<file path="src/rtl/brt_pkg.sv">
package brt_pkg;
  typedef enum logic [2:0] {
    M_TOGGLE   = 3'd0,
    M_PRPG16   = 3'd1,
    M_PSA16    = 3'd2,
    M_PSA_PRPG = 3'd3,
    M_PSA_CNT  = 3'd4
  } brt_mode_e;

  function automatic brt_mode_e brt_decode(input logic [2:0] op);
    brt_mode_e m;
    if (op[1:0] == 2'b00)      m = M_TOGGLE;
    else if (op[1:0] == 2'b01) m = M_PRPG16;
    else if (op[1:0] == 2'b10) m = M_PSA16;
    else if (op[2] == 1'b0)    m = M_PSA_PRPG;
    else                       m = M_PSA_CNT;
    return m;
  endfunction
endpackage

</file>
<file path="src/rtl/brt_ctl_reg.sv">
module brt_ctl_reg
  import brt_pkg::*;
#(
  parameter int CH = 8
) (
  input  logic          clk,
  input  logic          rst,
  input  logic          shift_en,
  input  logic          update_en,
  input  logic          tdi,
  output logic          tdo,
  output brt_mode_e     mode,
  output logic [CH-1:0] mask
);
  localparam int W = CH + 3;
  localparam logic [W-1:0] RST_VAL = W'(2);

  logic [W-1:0] sr_q;
  logic [W-1:0] sh_q;

  always_ff @(posedge clk) begin
    if (rst) begin
      sr_q <= RST_VAL;
      sh_q <= RST_VAL;
    end else begin
      if (shift_en)  sr_q <= {tdi, sr_q[W-1:1]};
      if (update_en) sh_q <= sr_q;
    end
  end

  assign tdo  = sr_q[0];
  assign mode = brt_decode(sh_q[2:0]);
  assign mask = sh_q[W-1:3];

  // reset value selects unmasked 16-bit signature
  p_ctl_reset_r1: assert property (@(posedge clk) rst |=> (mode == M_PSA16 && mask == '0));
  // decoded control only moves on update
  p_ctl_hold_r1: assert property (@(posedge clk) disable iff (rst)
    !update_en |=> ($stable(mode) && $stable(mask)));
endmodule

</file>
<file path="src/rtl/brt_next.sv">
module brt_next
  import brt_pkg::*;
#(
  parameter int CH = 8,
  parameter logic [2*CH-1:0] TAP_WIDE = 16'h8805,
  parameter logic [CH-1:0]   TAP_NARROW = 8'h8E
) (
  input  brt_mode_e     mode,
  input  logic [CH-1:0] mask,
  input  logic [CH-1:0] pins,
  input  logic [CH-1:0] in_q,
  input  logic [CH-1:0] out_q,
  input  logic [CH-1:0] opp_q,
  output logic [CH-1:0] in_n,
  output logic [CH-1:0] out_n,
  output logic [CH-1:0] opp_n
);
  localparam int WW = 2 * CH;

  logic [CH-1:0] dat;
  genvar k;
  generate
    for (k = 0; k < CH; k++) begin : g_mask
      assign dat[k] = pins[k] & ~mask[k];
    end
  endgenerate

  logic [WW-1:0] wide_q, wide_sh, cnt_n;
  logic [CH-1:0] in_sh, out_sh;

  always_comb begin
    wide_q  = {out_q, in_q};
    wide_sh = {wide_q[WW-2:0], ^(wide_q & TAP_WIDE)};
    in_sh   = {in_q[CH-2:0], ^(in_q & TAP_NARROW)} ^ dat;
    out_sh  = {out_q[CH-2:0], ^(out_q & TAP_NARROW)};
    cnt_n   = {opp_q, out_q} + WW'(1);
    in_n    = in_q;
    out_n   = out_q;
    opp_n   = opp_q;
    case (mode)
      M_TOGGLE: begin
        in_n  = pins;
        out_n = ~out_q;
      end
      M_PRPG16: begin
        {out_n, in_n} = wide_sh;
      end
      M_PSA16: begin
        {out_n, in_n} = wide_sh ^ {{CH{1'b0}}, dat};
      end
      M_PSA_PRPG: begin
        in_n  = in_sh;
        out_n = out_sh;
      end
      M_PSA_CNT: begin
        in_n           = in_sh;
        {opp_n, out_n} = cnt_n;
      end
      default: begin
        in_n = in_q;
      end
    endcase
  end
endmodule

</file>
<file path="src/rtl/brt_cells.sv">
module brt_cells #(
  parameter int CH = 8
) (
  input  logic          clk,
  input  logic          rst,
  input  logic          load,
  input  logic          step,
  input  logic          upd_out_en,
  input  logic          upd_opp_en,
  input  logic [CH-1:0] seed_in,
  input  logic [CH-1:0] seed_out,
  input  logic [CH-1:0] seed_opp,
  input  logic [CH-1:0] in_n,
  input  logic [CH-1:0] out_n,
  input  logic [CH-1:0] opp_n,
  output logic [CH-1:0] cell_in,
  output logic [CH-1:0] cell_out,
  output logic [CH-1:0] cell_opp,
  output logic [CH-1:0] latch_in,
  output logic [CH-1:0] latch_out,
  output logic [CH-1:0] latch_opp
);
  logic fl_in, fl_out, fl_opp;

  always_ff @(posedge clk) begin
    if (rst) begin
      cell_in  <= '0;
      cell_out <= '0;
      cell_opp <= '0;
      fl_in    <= 1'b0;
      fl_out   <= 1'b0;
      fl_opp   <= 1'b0;
    end else if (load) begin
      cell_in  <= seed_in;
      cell_out <= seed_out;
      cell_opp <= seed_opp;
      fl_in    <= 1'b0;
      fl_out   <= 1'b0;
      fl_opp   <= 1'b0;
    end else begin
      if (step) begin
        cell_in  <= in_n;
        cell_out <= out_n;
        cell_opp <= opp_n;
      end
      fl_in  <= step;
      fl_out <= step & upd_out_en;
      fl_opp <= step & upd_opp_en;
    end
  end

  always_ff @(negedge clk) begin
    if (rst) begin
      latch_in  <= '0;
      latch_out <= '0;
      latch_opp <= '0;
    end else begin
      if (fl_in)  latch_in  <= cell_in;
      if (fl_out) latch_out <= cell_out;
      if (fl_opp) latch_opp <= cell_opp;
    end
  end

  // after a step's falling edge the input latch mirrors the input cells
  p_latch_in_r9: assert property (@(posedge clk) disable iff (rst)
    fl_in |-> (latch_in == cell_in));
endmodule

</file>
<file path="src/rtl/brt_engine.sv">
module brt_engine
  import brt_pkg::*;
#(
  parameter int CH = 8,
  parameter logic [2*CH-1:0] TAP_WIDE = 16'h8805,
  parameter logic [CH-1:0]   TAP_NARROW = 8'h8E
) (
  input  logic          clk,
  input  logic          rst,
  input  logic          drive_a,
  input  logic          drive_b,
  input  logic [CH-1:0] pin_a,
  input  logic [CH-1:0] pin_b,
  input  logic          run_en,
  input  logic          ctl_shift,
  input  logic          ctl_update,
  input  logic          ctl_tdi,
  output logic          ctl_tdo,
  input  logic          seed_load,
  input  logic [CH-1:0] seed_in,
  input  logic [CH-1:0] seed_out,
  input  logic [CH-1:0] seed_opp,
  output logic [CH-1:0] cell_in,
  output logic [CH-1:0] cell_out,
  output logic [CH-1:0] cell_opp,
  output logic [CH-1:0] latch_in,
  output logic [CH-1:0] latch_out,
  output logic [CH-1:0] latch_opp
);
  brt_mode_e     mode;
  logic [CH-1:0] mask;
  logic [CH-1:0] pins;
  logic [CH-1:0] in_n, out_n, opp_n;
  logic          step;

  brt_ctl_reg #(.CH(CH)) u_ctl (
    .clk(clk), .rst(rst), .shift_en(ctl_shift), .update_en(ctl_update),
    .tdi(ctl_tdi), .tdo(ctl_tdo), .mode(mode), .mask(mask)
  );

  assign step = run_en & (drive_a ^ drive_b);
  assign pins = drive_b ? pin_a : pin_b;

  brt_next #(.CH(CH), .TAP_WIDE(TAP_WIDE), .TAP_NARROW(TAP_NARROW)) u_next (
    .mode(mode), .mask(mask), .pins(pins),
    .in_q(cell_in), .out_q(cell_out), .opp_q(cell_opp),
    .in_n(in_n), .out_n(out_n), .opp_n(opp_n)
  );

  brt_cells #(.CH(CH)) u_cells (
    .clk(clk), .rst(rst), .load(seed_load), .step(step),
    .upd_out_en(mode != M_PSA16), .upd_opp_en(mode == M_PSA_CNT),
    .seed_in(seed_in), .seed_out(seed_out), .seed_opp(seed_opp),
    .in_n(in_n), .out_n(out_n), .opp_n(opp_n),
    .cell_in(cell_in), .cell_out(cell_out), .cell_opp(cell_opp),
    .latch_in(latch_in), .latch_out(latch_out), .latch_opp(latch_opp)
  );

  // no valid step and no load means every cell holds
  p_hold_r8: assert property (@(posedge clk) disable iff (rst)
    (!seed_load && !(run_en && (drive_a != drive_b)))
      |=> ($stable(cell_in) && $stable(cell_out) && $stable(cell_opp)));
  // toggle inverts output cells
  p_toggle_r2: assert property (@(posedge clk) disable iff (rst)
    (step && !seed_load && mode == M_TOGGLE) |=> (cell_out == ~$past(cell_out)));
  // count mode increments the 16-bit output pair
  p_count_r6: assert property (@(posedge clk) disable iff (rst)
    (step && !seed_load && mode == M_PSA_CNT)
      |=> ({cell_opp, cell_out} == $past({cell_opp, cell_out}) + 16'd1));
  // signature mode leaves the output latch alone
  p_psa_latch_r4: assert property (@(posedge clk) disable iff (rst)
    (step && !seed_load && mode == M_PSA16) |=> $stable(latch_out));
  // zero state locks under the wide pattern generator
  p_zero_lock_r11: assert property (@(posedge clk) disable iff (rst)
    (step && !seed_load && mode == M_PRPG16 && cell_in == '0 && cell_out == '0)
      |=> (cell_in == '0 && cell_out == '0));
endmodule

</file>
<file path="config.mk">
export PLATFORM = sky130hd
export DESIGN_NAME = brt_engine
export DESIGN_NICKNAME = d
export VERILOG_FILES = /design/src/rtl/brt_pkg.sv /design/src/rtl/brt_ctl_reg.sv /design/src/rtl/brt_next.sv /design/src/rtl/brt_cells.sv /design/src/rtl/brt_engine.sv
export SDC_FILE = /design/constraint.sdc
export NUM_CORES = 1
export LEC_CHECK = 0
export BUFFER_PORTS_ARGS = -buffer_cell sky130_fd_sc_hd__buf_2
export CAP_MARGIN = 20
export CORE_MARGIN = 2
export CORE_UTILIZATION = 37
export CTS_CLUSTER_DIAMETER = 200
export DETAILED_ROUTE_END_ITERATION = 8
export SYNTH_ARGS = -nofsm -noshare
export SYNTH_HDL_FRONTEND = slang
export SYNTH_HIERARCHICAL = 1
export SYNTH_SLANG_ARGS = --single-unit
export TNS_END_PERCENT = 100
</file>
<file path="constraint.sdc">
create_clock -name clk -period 2.89 [get_ports clk]
set_input_delay 0.289 -clock clk [delete_from_list [all_inputs] [get_ports clk]]
set_output_delay 0.289 -clock clk [all_outputs]
set_load 0.05 [all_outputs]
</file>
# Word-level counts from Yosys, hierarchy flattened
# Cells that the tools add are included.
# totals
wordCells,70
input_bits,49
ff_bits,73
# op_classes
n_addsub,1
bitwise_logic,23
n_eq_ne,7
mux,14
n_reduce_logical,14
# ops
cell,n
8-bit two-way mux,8
8-bit case mux with 5 select lines,1
8-bit case mux with 4 select lines,1
16-bit by 1-bit adder with 16-bit output (second input constant),1
16-bit parity,1
8-bit parity,2
16-bit by 8-bit XOR with 16-bit output,1
3-bit two-way mux,4
1-bit AND,11
1-bit NOT,8
8-bit NOT,1
8-bit XOR,1
3-bit by 2-bit equality test with 1-bit output (second input constant),2
2-bit AND reduction,3
6-bit nonzero test,1
5-bit nonzero test,1
2-bit nonzero test,2
2-bit OR reduction,2
3-bit by 1-bit equality test with 1-bit output (second input constant),1
3-bit equality test (second input constant),1
3-bit zero test,1
3-bit by 2-bit inequality test with 1-bit output (second input constant),1
2-bit by 1-bit equality test with 1-bit output (second input constant),1
2-bit equality test (second input constant),1
other kinds (2),2

# Depth between registers and ports, before layout
# depth
depth_word,9
ltp_mapped,10
ltp_nobuf,7

# Modules after synthesis
# Netlist, hierarchy kept.
# modules_own_cells
mod,seq_area_each_um2,cells_per_inst,area_each_um2,n_inst
brt_cells,1021.0,191,2127.0,1
brt_next,0.0,189,1267.5,1
brt_ctl_reg,440.4,81,860.8,1
brt_engine,0.0,13,132.6,1

==> impl_metrics.xml <==
<?xml version="1.0" encoding="UTF-8"?>
<metrics>
  <group name="synth">
    <metric name="synth_fp_nets" unit="">525</metric>
    <metric name="syn_avg_cell_area" unit="µm²">9.26</metric>
    <metric name="synth_cell_types" unit="">57</metric>
    <metric name="synth-edff-count" unit="">0</metric>
    <metric name="synth-seq-cells" unit="">73</metric>
    <metric name="postSynth.topFlopCell" unit="">dfxtp_1</metric>
    <metric name="post-synth-top-count-cell" unit="">mux2i_1</metric>
    <metric name="synth.top_cells.by_area" unit="">dfxtp_1 33%, mux2i_1 18%, nor2_1 5.3%, a211oi_2 4.0%, nor2b_1 4.0%</metric>
    <metric name="postSynthCellCount" unit="">474</metric>
    <metric name="synthDominantAreaCellType" unit="">dfxtp_1</metric>
    <metric name="postSynth.asyncResetShare" unit="%">0</metric>
    <metric name="post_synth_instance_area" unit="µm²">4390</metric>
    <metric name="synth.yosys.seq_area_share" unit="%">33.3</metric>
    <metric name="synth-warning-count" unit="">6</metric>
    <metric name="synth_top_cells_by_count" unit="">81 x mux2i_1, 73 x dfxtp_1, 62 x nor2_1, 28 x nor2b_1, 20 x nand2_1</metric>
    <metric name="yosys.area.top_type_share" unit="%">33.3</metric>
  </group>
  <group name="pwr">
    <metric name="ir_drop" unit="µV">344</metric>
    <metric name="p_leak" unit="nW">2.37</metric>
    <metric name="cellPowerDensity" unit="nW/µm²">559</metric>
  </group>
  <group name="floorplanning">
    <metric name="fp-row-count" unit="">39</metric>
    <metric name="num_io_pins" unit="">98</metric>
    <metric name="dieHeight" unit="µm">113</metric>
    <metric name="effective_utilization_at_floorplan" unit="%">38.1</metric>
    <metric name="coreArea" unit="µm²">11500</metric>
    <metric name="area_of_the_die" unit="µm²">12700</metric>
    <metric name="fp.dieW" unit="µm">113</metric>
  </group>
  <group name="status">
    <metric name="violations" unit="">DRC</metric>
    <metric name="outcome" unit="">finished with violations</metric>
  </group>
  <group name="clock_tree">
    <metric name="cts.sink_count" unit="">73</metric>
    <metric name="clockBufferDepth" unit="">2</metric>
    <metric name="cts.repair_timing.setup_buffer_count" unit="">0</metric>
    <metric name="cts_tree" unit="">yes</metric>
    <metric name="cts-resized-gates" unit="">0</metric>
    <metric name="cts-buffers-inserted" unit="">9</metric>
    <metric name="htreeDepth" unit="">3</metric>
    <metric name="cts_root_buffer" unit="">clkbuf_16</metric>
    <metric name="cts_hold_buf" unit="">0</metric>
    <metric name="clock_insertion_delay_worst_skew" unit="ns">0.40</metric>
    <metric name="path_clk_slew" unit="ns">0.06</metric>
  </group>
  <group name="critical_path">
    <metric name="timing.critical_path.cells" unit="">buf_2</metric>
    <metric name="reg2reg_depth" unit="">2</metric>
    <metric name="timing.critical_path.required" unit="ns">2.60</metric>
    <metric name="critical_path.top_delay_family" unit="">flip-flops</metric>
    <metric name="cp_launch_point" unit="">u_cells/latch_out[3]$_SDFFE_NP0P_</metric>
    <metric name="ff2ff_setup_slack" unit="ns">0.47</metric>
    <metric name="worst_setup_path_endpoint" unit="">latch_out[3]</metric>
    <metric name="timing.rr.start" unit="">u_cells/fl_out$_SDFF_PP0_</metric>
    <metric name="crit_fanout" unit="">2</metric>
    <metric name="worst_r2r_endpoint" unit="">u_cells/latch_out[1]$_SDFFE_NP0P_</metric>
    <metric name="cp_data_arrival_time" unit="ns">2.45</metric>
    <metric name="critical_path.n_buffers_inverters" unit="">1</metric>
    <metric name="slowest_delay" unit="ns">0.34</metric>
    <metric name="cp_slowest_cell" unit="">dfxtp_1</metric>
    <metric name="worstSetupPathType" unit="">flop to output pin</metric>
    <metric name="worstSetupStartpointType" unit="">flop</metric>
    <metric name="worstSetupPathDepth" unit="">1</metric>
    <metric name="timing.critical_path.to_type" unit="">output pin</metric>
  </group>
  <group name="final_layout">
    <metric name="antennaDiodeCount" unit="">0</metric>
    <metric name="layout-drive-gt1-share" unit="%">29.0</metric>
    <metric name="num-nets-final" unit="">629</metric>
    <metric name="final.fill_count" unit="">1143</metric>
    <metric name="area_growth_from_synthesis_to_layout" unit="%">21.3</metric>
  </group>
  <group name="sta">
    <metric name="drv_slew" unit="">0</metric>
    <metric name="hold_violations" unit="">0</metric>
    <metric name="slew_worst_pin" unit="ns">0.610</metric>
    <metric name="final.setup.tns" unit="ns">0</metric>
    <metric name="rsz_0062_raised_after_global_routing" unit="">no</metric>
    <metric name="timing.max_slew.rel_slack" unit="%">59.3</metric>
    <metric name="fin_skew" unit="ns">0.0671</metric>
    <metric name="final-setup-viol-count" unit="">0</metric>
    <metric name="timing.final.ws_setup" unit="ns">0.147</metric>
  </group>
  <group name="routing">
    <metric name="drt_pre_antenna_iters" unit="">7</metric>
    <metric name="routed_wire_length_per_instance" unit="µm">15.3</metric>
    <metric name="drt.antenna.violating_nets" unit="">0</metric>
    <metric name="drc" unit="">9</metric>
    <metric name="vias_per_cell" unit="">5.22</metric>
    <metric name="initialDrtViolationCount" unit="">186</metric>
    <metric name="wirelength" unit="µm">11100</metric>
    <metric name="route.vias.total" unit="">3791</metric>
  </group>
  <group name="placement">
    <metric name="detailedPlacementHpwl" unit="µm">7800</metric>
    <metric name="routabilityCongestion" unit="">0.785</metric>
    <metric name="port-buffer-count" unit="">97</metric>
    <metric name="place_ws" unit="ns">0.441</metric>
  </group>
  <group name="grt">
    <metric name="vias_in_the_first_global_route" unit="">3596</metric>
    <metric name="number_of_antenna_violations_at_the_first_check_in_global_routing" unit="">0</metric>
    <metric name="track_usage" unit="%">17.5</metric>
    <metric name="global_route_wire_length_before_repair" unit="µm">17900</metric>
    <metric name="grt_remaining_overflow" unit="">0</metric>
    <metric name="grt_start_max_net_pins" unit="">42</metric>
  </group>
  <group name="run">
    <metric name="max_cap_viol_count" unit="">0</metric>
  </group>
  <group name="hold_path">
    <metric name="hp-class" unit="">primary input to flop</metric>
  </group>
</metrics>
==> worst register-to-register path, cell delays in order (launching register included) <==
cell and delay, ns:
dfxtp_1 0.61, mux2i_1 0.25, nor2_1 0.05
==> area by class of cell <==
type                            count  area, µm²  share of cell area, %
Clock inverter                     30        170                   3.20
Sequential cell                    73       1460                   27.5
Timing Repair Buffer              116        641                   12.0
Clock buffer                       10        239                   4.49
Inverter                            6       22.5                  0.423
Multi-Input combinational cell    348       2610                   49.0
Tap cell                          143        179                   3.36
==> stage by stage <==
step / hold WS [ns] / std cells / cell area (µm²) / utilization (%) / total power (W)
detailed placement: 0.476 / 687 / 4920 / 42.7 / 0.00175
finish: 0.203 / 726 / 5320 / 46.2 / 0.00297
floorplan: 0.367 / 474 / 4390 / - / 0.00161
CTS: 0.194 / 726 / 5320 / 46.2 / 0.00301
global route: 0.213 / 726 / 5320 / 46.2 / 0.00314
global placement: 0.466 / 687 / 4920 / 42.7 / 0.00174
==> placed cells by master (no fill, tap or decap), types with 9 or more instances in the layout <==
master / n
buf_2: 97
mux2i_1: 81
dfxtp_1: 73
nor2_1: 62
nor2b_1: 28
inv_1: 28
nand2_1: 20
buf_4: 18
a21oi_1: 16
a211oi_2: 14
a211oi_1: 13
mux2_2: 12
nor3_1: 10
clkbuf_16: 9
xnor2_1: 9
==> state kept, by name, summed over array words and instances (netlist names) <==
signal,cells
u_ctl/sh_q,11
u_ctl/sr_q,11
u_cells/cell_in,8
u_cells/cell_opp,8
u_cells/cell_out,8
u_cells/latch_in,8
u_cells/latch_opp,8
u_cells/latch_out,8
u_cells/fl_in,1
u_cells/fl_opp,1
u_cells/fl_out,1
==> power by group <==
group	internal (W)	leakage, nW	switching (W)
clock	0.000782	0.282	0.000513
combinational	0.000242	1.49	0.000345
sequential	0.00105	0.596	0.0000451
total	0.00207	2.37	0.000903
==> routing by layer <==
layer / vias to the layer above / global-route usage, % / wire (µm)
met3: 5 / 3.59 / 586
met1: 1808 / 23.4 / 5160
met5: - / 0 / 0
met2: 84 / 28.8 / 5280
met4: 0 / 4.72 / 76
li1: 1894 / - / -
==> how the worst min path moves through the flow <==
stage,depth (start not counted),from,endpoint
2_1_floorplan,1,rst,u_cells/fl_in$_SDFF_PP0_
3_3_place_gp,2,u_cells/latch_opp[2]$_SDFFE_NP0P_,u_cells/latch_opp[2]$_SDFFE_NP0P_
3_5_place_dp,2,u_cells/latch_opp[3]$_SDFFE_NP0P_,u_cells/latch_opp[3]$_SDFFE_NP0P_
4_1_cts,3,ctl_tdi,u_ctl/sr_q[10]$_SDFFE_PP0P_
5_1_grt,3,ctl_tdi,u_ctl/sr_q[10]$_SDFFE_PP0P_
6_report,3,ctl_tdi,u_ctl/sr_q[10]$_SDFFE_PP0P_
==> cells by family (layout without fill, tap and decap cells) <==
kind of cell | Yosys count | count (layout) | share of synthesized area (%)
buffers and inverters | 53 | 162 | 7.33
multiplexers | 93 | 93 | 21.6
AND/OR/NAND/NOR | 149 | 149 | 17.3
XOR/XNOR | 18 | 18 | 4.22
adder cells (fa/ha/maj) | 2 | 2 | 0.570
AO/OA/AOI/OAI | 86 | 86 | 15.8
flip-flops | 73 | 73 | 33.3
Note: power is estimated with default switching activity, not from simulation.
